$ cat config.mk
export PLATFORM = sky130hd
export DESIGN_NAME = arom_rd
export DESIGN_NICKNAME = d
export VERILOG_FILES = /design/src/rtl/arom_rd.sv
export SDC_FILE = /design/constraint.sdc
export NUM_CORES = 1
export LEC_CHECK = 0
export BUFFER_PORTS_ARGS = -buffer_cell sky130_fd_sc_hd__clkbuf_2
export CAP_MARGIN = 20
export CORE_MARGIN = 2
export CORE_UTILIZATION = 51
export DETAILED_ROUTE_END_ITERATION = 8
export GPL_TIMING_DRIVEN = 0
export PLACE_DENSITY = 0.85
export RECOVER_POWER = 25
export SLEW_MARGIN = 30
export SYNTH_ARGS = -nofsm -noshare
export SYNTH_HDL_FRONTEND = slang
export SYNTH_SLANG_ARGS = --single-unit
$ cat constraint.sdc
create_clock -name clk -period 3.4 [get_ports clk]
set_input_delay 0.51 -clock clk [delete_from_list [all_inputs] [get_ports clk]]
set_output_delay 0.51 -clock clk [all_outputs]
set_load 0.05 [all_outputs]
$ cat src/rtl/arom_rd.sv
`timescale 1ns/1ps
module arom_rd #(
  parameter int AW      = 23,
  parameter int ACC_CYC = 15,
  parameter int OE_CYC  = 7,
  parameter int FLT_CYC = 3
) (
  input  logic          clk,
  input  logic          rst_n,
  input  logic          req,
  input  logic          byte_mode,
  input  logic [AW:0]   addr,
  output logic          ack,
  output logic [15:0]   rdata,
  output logic          rom_ce_n,
  output logic          rom_oe_n,
  output logic          rom_word,
  output logic [AW-1:0] rom_a,
  input  logic [14:0]   rom_d,
  input  logic          rom_top_i,
  output logic          rom_top_o,
  output logic          rom_top_oe
);
  localparam int WAIT_RAW = (ACC_CYC - 1 > OE_CYC) ? ACC_CYC - 1 : OE_CYC;
  localparam int WAIT_N   = (WAIT_RAW < 1) ? 1 : WAIT_RAW;
  localparam int FLT_N    = (FLT_CYC < 1) ? 1 : FLT_CYC;
  localparam int CMAX     = (WAIT_N > FLT_N) ? WAIT_N : FLT_N;
  localparam int CW       = $clog2(CMAX + 1);

  typedef enum logic [2:0] {IDLE, SETUP, WAIT_ACC, CAPTURE, RECOVER} st_t;
  st_t st;
  logic [CW-1:0] cnt;

  always_ff @(posedge clk or negedge rst_n) begin
    if (!rst_n) begin
      st        <= IDLE;
      cnt       <= '0;
      rom_a     <= '0;
      rom_word  <= 1'b1;
      rom_top_o <= 1'b0;
      rdata     <= '0;
    end else begin
      case (st)
        IDLE: if (req) begin
          rom_a     <= addr[AW:1];
          rom_word  <= ~byte_mode;
          rom_top_o <= addr[0];
          st        <= SETUP;
        end
        SETUP: begin
          cnt <= CW'(WAIT_N - 1);
          st  <= WAIT_ACC;
        end
        WAIT_ACC: if (cnt == '0) begin
          rdata <= rom_word ? {rom_top_i, rom_d} : {8'h00, rom_d[7:0]};
          st    <= CAPTURE;
        end else begin
          cnt <= cnt - 1'b1;
        end
        CAPTURE: begin
          cnt <= CW'(FLT_N - 1);
          st  <= RECOVER;
        end
        RECOVER: if (cnt == '0) st <= IDLE;
                 else cnt <= cnt - 1'b1;
        default: st <= IDLE;
      endcase
    end
  end

  assign ack        = (st == CAPTURE);
  assign rom_ce_n   = (st == IDLE) || (st == RECOVER);
  assign rom_oe_n   = !((st == WAIT_ACC) || (st == CAPTURE));
  assign rom_top_oe = !rom_word;

  logic [15:0] lo_age, oe_age, hi_age;
  always_ff @(posedge clk or negedge rst_n) begin
    if (!rst_n) begin
      lo_age <= '0;
      oe_age <= '0;
      hi_age <= '1;
    end else begin
      lo_age <= rom_ce_n ? '0 : ((lo_age == '1) ? lo_age : lo_age + 1'b1);
      oe_age <= rom_oe_n ? '0 : ((oe_age == '1) ? oe_age : oe_age + 1'b1);
      hi_age <= !rom_ce_n ? '0 : ((hi_age == '1) ? hi_age : hi_age + 1'b1);
    end
  end

  assert_oe_under_ce_R3: assert property (@(posedge clk) disable iff (!rst_n)
    !rom_oe_n |-> !rom_ce_n);
  assert_release_after_ack_R2: assert property (@(posedge clk) disable iff (!rst_n)
    ack |=> (rom_ce_n && rom_oe_n));
  assert_float_gap_R2: assert property (@(posedge clk) disable iff (!rst_n)
    $fell(rom_ce_n) |-> (hi_age >= 16'(FLT_CYC + 1)));
  assert_access_time_R9: assert property (@(posedge clk) disable iff (!rst_n)
    ack |-> (lo_age >= 16'(ACC_CYC) && oe_age >= 16'(OE_CYC)));
  assert_addr_stable_R6: assert property (@(posedge clk) disable iff (!rst_n)
    (!rom_ce_n && $past(!rom_ce_n)) |-> ($stable(rom_a) && $stable(rom_word) && $stable(rom_top_o)));
  assert_ack_pulse_R7: assert property (@(posedge clk) disable iff (!rst_n)
    ack |=> !ack);
  assert_rdata_hold_R7: assert property (@(posedge clk) disable iff (!rst_n)
    !$stable(rdata) |-> ack);
endmodule

==> results of run 1 <==
[registers in the layout, indices dropped and copies added (netlist names)]
| signal | flops |
|---|---|
| rom_a | 23 |
| rdata | 16 |
| cnt | 4 |
| st | 3 |
| rom_top_o | 1 |
| rom_word | 1 |
[path summary, 6_finish.rpt]
check / depth (start not counted) / endpoint / slack, ns
worst max register to register: 8 / rdata[7] / 1.05
worst min register to register: 2 / rdata[13] / 0.49
min in group asynchronous: 1 / rom_a[13] / 0.96
worst max-delay path: 1 / st[1] / 1.04
max in group clk: 8 / rdata[7] / 1.05
worst min-delay path: 2 / rom_word / 0.36
[cell usage after synthesis, types with 3 or more instances]
library cell / n
sky130_fd_sc_hd__dfrtp_1: 47
sky130_fd_sc_hd__mux2_2: 28
sky130_fd_sc_hd__nand2_1: 17
sky130_fd_sc_hd__o21ai_0: 10
sky130_fd_sc_hd__inv_1: 8
sky130_fd_sc_hd__nor2_1: 8
sky130_fd_sc_hd__a21oi_1: 6
sky130_fd_sc_hd__clkbuf_1: 5
sky130_fd_sc_hd__mux2_4: 4
sky130_fd_sc_hd__buf_2: 3
sky130_fd_sc_hd__nand3_1: 3
sky130_fd_sc_hd__nor2b_1: 3
[area by class of cell]
cell class / instances / area [sq um] / share of cell area
sequential: 48 / 1200 / 0.443
multi-input combinational: 106 / 802 / 0.296
timing repair buffer: 88 / 439 / 0.162
clock buffer: 7 / 76.3 / 0.0281
buffer: 12 / 68.8 / 0.0254
tap: 50 / 62.6 / 0.0231
clock inverter: 1 / 30.0 / 0.0111
inverter: 8 / 30.0 / 0.0111
[kinds of logic (layout without fill, tap and decap cells)]
logic type / Yosys count / after routing / synth area share
flops: 48 / 48 / 0.572
xor+xnor: 1 / 1 / 0.00416
compound gates: 30 / 30 / 0.0940
buf+inv: 20 / 116 / 0.0470
fa+ha+maj: 1 / 1 / 0.00595
simple gates: 41 / 41 / 0.0940
mux: 33 / 33 / 0.183
[layer usage]
layer,track usage,vias to the layer above,share of wire
li1,-,794,-
met1,0.227,820,0.40
met2,0.352,45,0.55
met3,0.0345,6,0.041
met4,0.0900,0,0.012
met5,0,-,0
[per-stage QoR]
stage	instances	util	cell area [sq um]	worst slack, ns	hold slack [ns]
global placement	312	0.656	2610	1.10	0.467
finish	320	0.683	2710	1.04	0.357
global route	320	0.683	2710	0.546	0.345
CTS	320	0.684	2720	1.06	0.271
detailed placement	312	0.657	2610	1.08	0.484
floorplan	174	-	2100	1.03	0.214
==> impl_metrics.csv, run 1 <==
group,metric,value,unit
status,run_status,"complete, but fails checks",
status,violations_in_the_final_reports,"max-capacitance violations, max-slew violations",
setup_path,worst-endpoint-required,3.29,ns
setup_path,critPathCaptureType,"async pin",
place,place_hpwl,3510,microns
floorplan,core_area,0.00397,sq mm
setup_path,critical_path.max_stage_delay,1.71,ns
global_routing,global_route.overflow_total,0,
floorplan,io_pins,89,
yosys,yosys_warnings,0,
timing,finalHoldViolCount,0,
cells_and_area,layout-area-overhead-vs-synth,28.9,%
floorplan,die_width,68.2,microns
setup_path,cp_data_arrival_time,2.25,ns
setup_path,path_delay_family,"buffers and inverters",
global_routing,first_global_vias,1518,
cells_and_area,layout.cells.most_common_list,"sky130_fd_sc_hd__clkbuf_2 (88), sky130_fd_sc_hd__dfrtp_1 (47), sky130_fd_sc_hd__mux2_2 (28)",
cts,clock_path_buffers,2,
timing,skew,0.00676,ns
yosys,yosysSeqAreaShare,0.572,
floorplan,fp.dieArea,0.00465,sq mm
cts,post_cts.resized_instances,0,
floorplan,die_height,68.2,microns
cells_and_area,leading_cell_type_in_the_layout_fill_and_taps_excluded,"sky130_fd_sc_hd__clkbuf_2",
cts,quantity_of_hold_fixing_buffers_added_after_cts,0,
route,wire_per_inst,14.2,microns
global_routing,pin_count_of_the_biggest_net_entering_global_routing,49,
cts,numClockSinks,48,
cts,cts_tree,"built",
cts,cts_root_buffer,"sky130_fd_sc_hd__clkbuf_8",
global_routing,grt_first_pass_wirelength,6760,microns
route,route.detailed.vias_per_inst,5.20,
yosys,ys.flop_type,"sky130_fd_sc_hd__dfrtp_1",
timing,max_freq,0.424,GHz
cells_and_area,fillers,312,
floorplan,row_count,23,
cts,number_of_h_tree_levels,2,
cells_and_area,final_nets,314,
setup_path,timing.critical_path.from,"rst_n",
yosys,synth-edff-count,0,
setup_path,launching_element_type_of_the_critical_path,"primary input",
setup_path,path_max_fanout,48,
flow_run,max-cap-violations,1,
timing,tightest_slew,2.45,ns
timing,setup_total_negative_slack,0,ns
yosys,synthDistinctLibCells,39,
yosys,netlist_instances,174,
setup_path,worstSetupPathType,"in2async",
yosys,synth_top_area_frac,0.559,
route,remaining_drc_errors,0,
timing,rsz0062_at_grt,"no",
yosys,synth-seq-cells,48,
timing,tmin_final,2.36,ns
route,drtPass1Iterations,4,
cells_and_area,diodes,0,
setup_path,timing.critical_path.cells,"clkbuf_1",
route,drt.antenna.violating_nets,0,
route,totalWireLength,4550,microns
cts,clock_insertion_delay_at_the_later_pin_of_the_skew_report,0.29,ns
setup_path,worst-path-buf-inv,1,
min_path,hold_path.class,"in2reg",
yosys,synth.avg_cell_area,12.1,sq um
cts,cts_buf_count,5,
yosys,syn-num-nets,219,
cts,post_cts.repair.setup_buffers,0,
global_routing,grt_antenna_before_repair,0,
min_path,hold_path_startpoint,"byte_mode",
yosys,netlist_area,0.00210,sq mm
timing,finalCritPeriodShare,0.693,
place,numPortBuffers,88,
timing,maxSlewViolCount,49,
yosys,yosysTopAreaCell,"sky130_fd_sc_hd__dfrtp_1",
setup_path,master_of_the_slowest_instance_on_the_critical_path,"sky130_fd_sc_hd__clkbuf_1",
cells_and_area,post_route_cells_drive_above_1_share,0.496,
cts,clkSlewWorstSetupHoldPaths,0.08,ns
timing,finalSetupViolCount,0,
route,detailedRoute.firstIterationViolations,88,
route,via_count,1665,
global_routing,grtUsageTotal,0.196,
place,place.gp.congestion,0.874,
timing,timing.max_slew.rel_slack,-0.637,
floorplan,initial_core_util,0.530,
setup_path,worstReg2RegStart,"cnt[0]",
yosys,ys_async_sr_fraction,1.00,
yosys,ranking_of_synthesized_cells_by_area,"sky130_fd_sc_hd__dfrtp_1 (56%), sky130_fd_sc_hd__mux2_2 (15%), sky130_fd_sc_hd__nand2_1 (3.0%), sky130_fd_sc_hd__mux2_4 (2.9%), sky130_fd_sc_hd__o21ai_0 (2.4%)",
Power of run 1 is left out: the tool's default activity adds up to more than one toggle a clock period on the data nets, which glitch-free logic cannot reach.
==> run 2, diff against run 1 <==
--- a/config.mk
+++ b/config.mk
@@ -5,13 +5,14 @@
 export SDC_FILE = /design/constraint.sdc
 export NUM_CORES = 1
 export LEC_CHECK = 0
+export ABC_AREA = 1
 export BUFFER_PORTS_ARGS = -buffer_cell sky130_fd_sc_hd__clkbuf_2
 export CAP_MARGIN = 20
 export CORE_MARGIN = 2
-export CORE_UTILIZATION = 51
+export CORE_UTILIZATION = 47
 export DETAILED_ROUTE_END_ITERATION = 8
 export GPL_TIMING_DRIVEN = 0
-export PLACE_DENSITY = 0.85
+export PLACE_DENSITY = 0.79
 export RECOVER_POWER = 25
 export SLEW_MARGIN = 30
 export SYNTH_ARGS = -nofsm -noshare
==> constraint.sdc (replaced) <==
create_clock -name clk -period 2.2 [get_ports clk]
set_input_delay 0.33 -clock clk [delete_from_list [all_inputs] [get_ports clk]]
set_output_delay 0.33 -clock clk [all_outputs]
set_load 0.05 [all_outputs]
==> run 2 against run 1 <==
Compared with the run above: clock skew about the same; global-route usage increased by 0.67 points; final area decreased by 2.6%; critical path depth increased by 2; die area increased by 4.4%; routed wire length decreased by 3.5%; non-clock buffer count decreased by 4; first-iteration DRC count decreased by 27%; count of clock-buffer cells in the layout decreased by 1; the run now ends clean; sequential cell count unchanged; sequential share of layout area increased by 1.2 points; critical path type is now reg2out; area after synthesis decreased by 3.5%.
==> impl_metrics.csv, run 2 <==
group,metric,value,unit
setup_path,timing.critical_path.from,"rom_word",
setup_path,master_of_the_slowest_instance_on_the_critical_path,"sky130_fd_sc_hd__dfstp_2",
cells_and_area,final_nets,375,
yosys,yosys_warnings,0,
flow_run,max-cap-violations,0,
yosys,ranking_of_synthesized_cells_by_area,"sky130_fd_sc_hd__dfrtp_1 (58%), sky130_fd_sc_hd__nand2_1 (16%), sky130_fd_sc_hd__inv_1 (6.7%), sky130_fd_sc_hd__o21ai_1 (6.2%), sky130_fd_sc_hd__nand3_1 (3.2%)",
yosys,synth.avg_cell_area,8.64,sq um
timing,setup_total_negative_slack,0,ns
cts,cts_tree,"built",
status,run_status,"finished clean",
cts,clock_insertion_delay_at_the_later_pin_of_the_skew_report,0.30,ns
floorplan,io_pins,89,
timing,skew,0.00687,ns
setup_path,path_max_fanout,10,
timing,worst_slack,0.310,ns
route,remaining_drc_errors,0,
route,drt.antenna.violating_nets,0,
timing,finalHoldViolCount,0,
route,detailedRoute.firstIterationViolations,64,
timing,timing.max_slew.rel_slack,0.212,
cts,post_cts.repair.setup_buffers,0,
cells_and_area,largest_register_ff_count,23,
place,place_hpwl,3240,microns
cells_and_area,layout.area.seq,0.00120,sq mm
yosys,ys.flop_type,"sky130_fd_sc_hd__dfrtp_1",
global_routing,grt_antenna_before_repair,0,
setup_path,timing.critical_path.cells,"clkbuf_1 -> inv_1 -> clkbuf_2",
route,route.detailed.vias_per_inst,4.73,
place,place.gp.congestion,0.841,
setup_path,critical_path.max_stage_delay,0.54,ns
setup_path,r2r.worst_path.cells,8,
cells_and_area,top_register,"rom_a",
setup_path,critical_path.reg2reg.endpoint,"rdata[12]",
yosys,synth.top_cells.by_count,"sky130_fd_sc_hd__nand2_1 (86), sky130_fd_sc_hd__dfrtp_1 (47), sky130_fd_sc_hd__inv_1 (36)",
yosys,synth-edff-count,0,
timing,finalCritPeriodShare,0.859,
setup_path,worstSetupPathType,"reg2out",
cts,quantity_of_hold_fixing_buffers_added_after_cts,0,
yosys,synth-seq-cells,48,
route,totalWireLength,4390,microns
cts,numClockSinks,48,
setup_path,cp_data_arrival_time,1.56,ns
route,wire_per_inst,11.5,microns
cells_and_area,biggestRegsByFlops,"rom_a x23, rdata x16, cnt x4",
yosys,synth_top_area_frac,0.580,
yosys,syn-num-nets,280,
yosys,synthDistinctLibCells,21,
route,via_count,1804,
cells_and_area,layout-area-overhead-vs-synth,30.1,%
setup_path,critPathCaptureType,"output port",
setup_path,worstReg2RegStart,"cnt[0]",
cts,cts_root_buffer,"sky130_fd_sc_hd__clkbuf_8",
timing,max_freq,0.529,GHz
timing,tmin_final,1.89,ns
yosys,netlist_area,0.00203,sq mm
timing,maxSlewViolCount,0,
floorplan,row_count,23,
global_routing,grtUsageTotal,0.203,
global_routing,grt_first_pass_wirelength,7970,microns
yosys,synth.most_common_cell,"sky130_fd_sc_hd__nand2_1",
yosys,netlist_instances,235,
global_routing,pin_count_of_the_biggest_net_entering_global_routing,49,
cells_and_area,multiInputGateArea,627,sq um
place,numPortBuffers,88,
setup_path,endpoint,"rom_top_oe",
route,drtPass1Iterations,4,
yosys,yosysTopAreaCell,"sky130_fd_sc_hd__dfrtp_1",
yosys,yosysSeqAreaShare,0.592,
cells_and_area,diodes,0,
place,dp_slack,0.621,ns
cells_and_area,post_route_cells_drive_above_1_share,0.341,
timing,finalSetupViolCount,0,
cts,number_of_h_tree_levels,2,
setup_path,worst-r2r-setup-slack,0.60,ns
setup_path,worst-endpoint-required,1.87,ns
timing,tightest_slew,1.18,ns
floorplan,die_width,69.7,microns
cells_and_area,layout.cells.most_common_list,"sky130_fd_sc_hd__clkbuf_2 (88), sky130_fd_sc_hd__nand2_1 (86), sky130_fd_sc_hd__dfrtp_1 (47)",
cts,clock_path_buffers,2,
global_routing,global_route.overflow_total,0,
yosys,ys_async_sr_fraction,1.00,
cells_and_area,leading_cell_type_in_the_layout_fill_and_taps_excluded,"sky130_fd_sc_hd__clkbuf_2",
min_path,hold_path.class,"in2reg",
cts,post_cts.resized_instances,0,
cts,cts_buf_count,5,
global_routing,first_global_vias,1780,
cts,clkSlewWorstSetupHoldPaths,0.08,ns
timing,rsz0062_at_grt,"no",
setup_path,launching_element_type_of_the_critical_path,"flip-flop",
cells_and_area,fillers,370,
floorplan,core_area,0.00409,sq mm
floorplan,initial_core_util,0.497,
floorplan,die_height,69.7,microns
floorplan,fp.dieArea,0.00486,sq mm
-- run 2: changes by cell type in the layout (fill, tap and decap cells not counted), sizes merged, moves of 3 or more --
| cell | change |
|---|---|
| nor2b | -3 |
| a21oi | -4 |
| clkbuf | -6 |
| inv | +31 |
| nor2 | -3 |
| mux2 | -32 |
| o21ai | +16 |
| nand2 | +72 |
| nand3 | +12 |
-- run 2: worst max-delay path: cells and delay by family, from the launching register on --
family	cells	cell delay (ns)
buf+inv	3	0.73
flops	1	0.54
-- run 2: kinds of logic after synthesis --
family,count (synthesis),synth area share
buffers and inverters,47,0.0986
and+or+nand+nor,109,0.224
AOI/OAI and AO/OA,29,0.0740
adders and majority gates,1,0.00616
DFF,48,0.592
xor gates and xnor gates,1,0.00432
-- run 2: layout make-up --
class,count,area share
Clock inverter,2,0.0133
Buffer,8,0.0194
Sequential cell,48,0.455
Inverter,39,0.0564
Clock buffer,6,0.0275
Multi-Input combinational cell,140,0.237
Timing Repair Buffer,88,0.167
Tap cell,50,0.0237
-- run 2: metrics by stage --
step                hold slack, ns  area, sq um  utilization  std cells
detailed placement           0.427         2530        0.620        373
floorplan                   0.0344         2030            -        235
CTS                         0.0960         2640        0.647        381
finish                       0.172         2640        0.646        381
global route                 0.164         2640        0.646        381
global placement             0.454         2530        0.620        373
-- run 2: routing by layer --
layer / share of wire / vias to the layer above / track usage
met5: 0 / - / 0
met3: 0.064 / 6 / 0.0509
met2: 0.49 / 58 / 0.342
met4: 0.012 / 0 / 0.0598
met1: 0.43 / 840 / 0.260
li1: - / 900 / -
-- run 2: worst min-delay path by stage --
stage | start | to | slack (ns) | depth (start not counted)
after detailed placement | rst_n | rom_a[4] | 0.43 | 1
after CTS | rst_n | rom_a[8] | 0.1 | 1
after global placement | rdata[0] | rdata[0] | 0.45 | 2
after floorplan | rst_n | cnt[0] | 0.03 | 0
after global routing | byte_mode | rom_word | 0.16 | 2
final | byte_mode | rom_word | 0.17 | 2
Power of run 2 is left out for the same reason.
==> run 3, diff against run 2 <==
--- a/config.mk
+++ b/config.mk
@@ -5,7 +5,6 @@
 export SDC_FILE = /design/constraint.sdc
 export NUM_CORES = 1
 export LEC_CHECK = 0
-export ABC_AREA = 1
 export BUFFER_PORTS_ARGS = -buffer_cell sky130_fd_sc_hd__clkbuf_2
 export CAP_MARGIN = 20
 export CORE_MARGIN = 2
==> run 3 against run 2 <==
Compared with the run above: sequential cell count unchanged; global-route usage fell by 2.7 points; fmax is 11% lower; count of clock-buffer cells in the layout shrank 1; non-clock buffer count is 7 higher; die area grew 3.4%; critical path depth rose by 4; sequential share of layout area is 1.5 points lower; final cell count shrank 15%; clock skew up 0.0021 ns; critical path type is now reg2reg; highest routed layer unchanged.
==> impl_metrics.csv, run 3 (synthesis results as in run 1) <==
group,metric,value,unit
status,run_status,"finished clean",
timing,finalSetupViolCount,0,
cells_and_area,final_nets,317,
place,numPlacedInstances,314,
floorplan,io_pins,89,
route,wire_per_inst,13.3,microns
cells_and_area,non_filler_cell_area_final,0.00273,sq mm
setup_path,timing.critical_path.from,"cnt[0]",
route,drtPass1Iterations,4,
place,place.gp.congestion,0.863,
cts,clock_path_buffers,2,
timing,fin_worst_hold_slack,0.166,ns
floorplan,initial_core_util,0.486,
timing,skew,0.00897,ns
setup_path,worstReg2RegStart,"cnt[0]",
flow_run,max-cap-violations,0,
cts,clock_insertion_delay_at_the_later_pin_of_the_skew_report,0.29,ns
cts,number_of_h_tree_levels,2,
global_routing,first_global_vias,1554,
cts,cts_buf_count,5,
floorplan,die_width,70.9,microns
timing,finalCritPeriodShare,0.968,
route,detailedRoute.firstIterationViolations,70,
setup_path,worst-endpoint-required,2.37,ns
cells_and_area,top_register,"rom_a",
setup_path,critPathCaptureType,"flip-flop",
global_routing,grt_antenna_before_repair,0,
cts,cts_root_buffer,"sky130_fd_sc_hd__clkbuf_8",
timing,finalHoldViolCount,0,
cells_and_area,diodes,0,
route,via_count,1660,
floorplan,row_count,24,
cells_and_area,layout.cells.most_common_list,"sky130_fd_sc_hd__clkbuf_2 (88), sky130_fd_sc_hd__dfrtp_1 (47), sky130_fd_sc_hd__mux2_2 (28)",
global_routing,grt_first_pass_wirelength,7040,microns
min_path,hold_path.class,"in2reg",
route,drt.antenna.violating_nets,0,
timing,setup_total_negative_slack,0,ns
cells_and_area,post_layout_nonfiller_instances,325,
timing,tightest_slew,1.15,ns
floorplan,core_area,0.00432,sq mm
global_routing,global_route.overflow_total,0,
place,placement.cell_area,0.00261,sq mm
floorplan,die_height,70.9,microns
setup_path,cp_data_arrival_time,2.30,ns
setup_path,worstSetupPathType,"reg2reg",
cts,clkSlewWorstSetupHoldPaths,0.09,ns
cells_and_area,largest_register_ff_count,23,
global_routing,pin_count_of_the_biggest_net_entering_global_routing,49,
cells_and_area,fillers,376,
setup_path,r2r.worst_path.cells,7,
cts,cts_tree,"built",
global_routing,grtUsageTotal,0.176,
timing,tmin_final,2.13,ns
cells_and_area,leading_cell_type_in_the_layout_fill_and_taps_excluded,"sky130_fd_sc_hd__clkbuf_2",
cts,numClockSinks,48,
cells_and_area,biggestRegsByFlops,"rom_a x23, rdata x16, cnt x4",
timing,timing.max_slew.rel_slack,0.231,
setup_path,path_max_fanout,10,
place,numPortBuffers,88,
setup_path,launching_element_type_of_the_critical_path,"flip-flop",
min_path,hold_path_startpoint,"byte_mode",
setup_path,worst-r2r-setup-slack,0.07,ns
setup_path,critical_path.reg2reg.endpoint,"rdata[7]",
place,place_hpwl,3170,microns
timing,maxSlewViolCount,0,
min_path,hold-path-cell-count,2,
route,route.detailed.vias_per_inst,5.11,
route,totalWireLength,4330,microns
cells_and_area,layout-area-overhead-vs-synth,29.7,%
floorplan,fp.dieArea,0.00503,sq mm
cells_and_area,post_route_cells_drive_above_1_share,0.527,
route,remaining_drc_errors,0,
timing,max_freq,0.470,GHz
min_path,min_to,"rom_word",
-- run 3: layer usage --
layer  part of all wire  wire length (microns)  track usage  vias to the layer above
li1                   -                      -            -                      802
met2               0.51                   2200        0.289                       69
met5                  0                      0            0                        -
met3              0.055                    239       0.0399                        6
met1               0.42                   1820        0.230                      783
met4              0.017                     72       0.0671                        0
-- run 3: stage by stage --
stage / worst slack (ns) / util
after floorplan: 0.0409 / -
after global placement: -0.120 / 0.604
after detailed placement: -0.117 / 0.604
after CTS: 0.0363 / 0.628
after global routing: -0.00128 / 0.631
final: 0.0712 / 0.631
-- run 3: critical path, stage by stage, from the launching register on --
cell                      delay [ns]
sky130_fd_sc_hd__dfrtp_1        0.40
sky130_fd_sc_hd__inv_2          0.09
sky130_fd_sc_hd__ha_2           0.21
sky130_fd_sc_hd__or3b_4         0.39
sky130_fd_sc_hd__or3_1          0.33
sky130_fd_sc_hd__buf_6          0.15
sky130_fd_sc_hd__buf_8          0.14
sky130_fd_sc_hd__mux2_4         0.29
-- run 3: worst max-delay path by stage --
stage | slack [ns] | endpoint
after floorplan | 0.04 | rdata[4]
after global placement | -0.12 | rdata[7]
after detailed placement | -0.12 | rdata[7]
after CTS | 0.04 | rdata[7]
after global routing | -0.001 | rdata[7]
final | 0.07 | rdata[7]
-- run 3: final cells by class --
| class | count | area [sq um] | share of cell area |
|---|---|---|---|
| inverters | 8 | 30.0 | 0.0110 |
| plain buffers | 11 | 63.8 | 0.0234 |
| well taps | 52 | 65.1 | 0.0238 |
| multi-input cells | 106 | 810 | 0.297 |
| repair buffers | 92 | 470 | 0.172 |
| clock buffers | 5 | 68.8 | 0.0252 |
| clock inverters | 3 | 18.8 | 0.00688 |
| flip-flops and latches | 48 | 1200 | 0.441 |
-- run 3: repair_timing --
item                       4_1_cts  5_1_grt
gates resized for setup          3        0
cloned                           0        0
buffers inserted                 2        2
pin swaps                        0        0
hold buffers                     0        0
setup endpoints to repair       12        6
hold endpoints to repair         0        0
Power of run 3 is left out for the same reason.
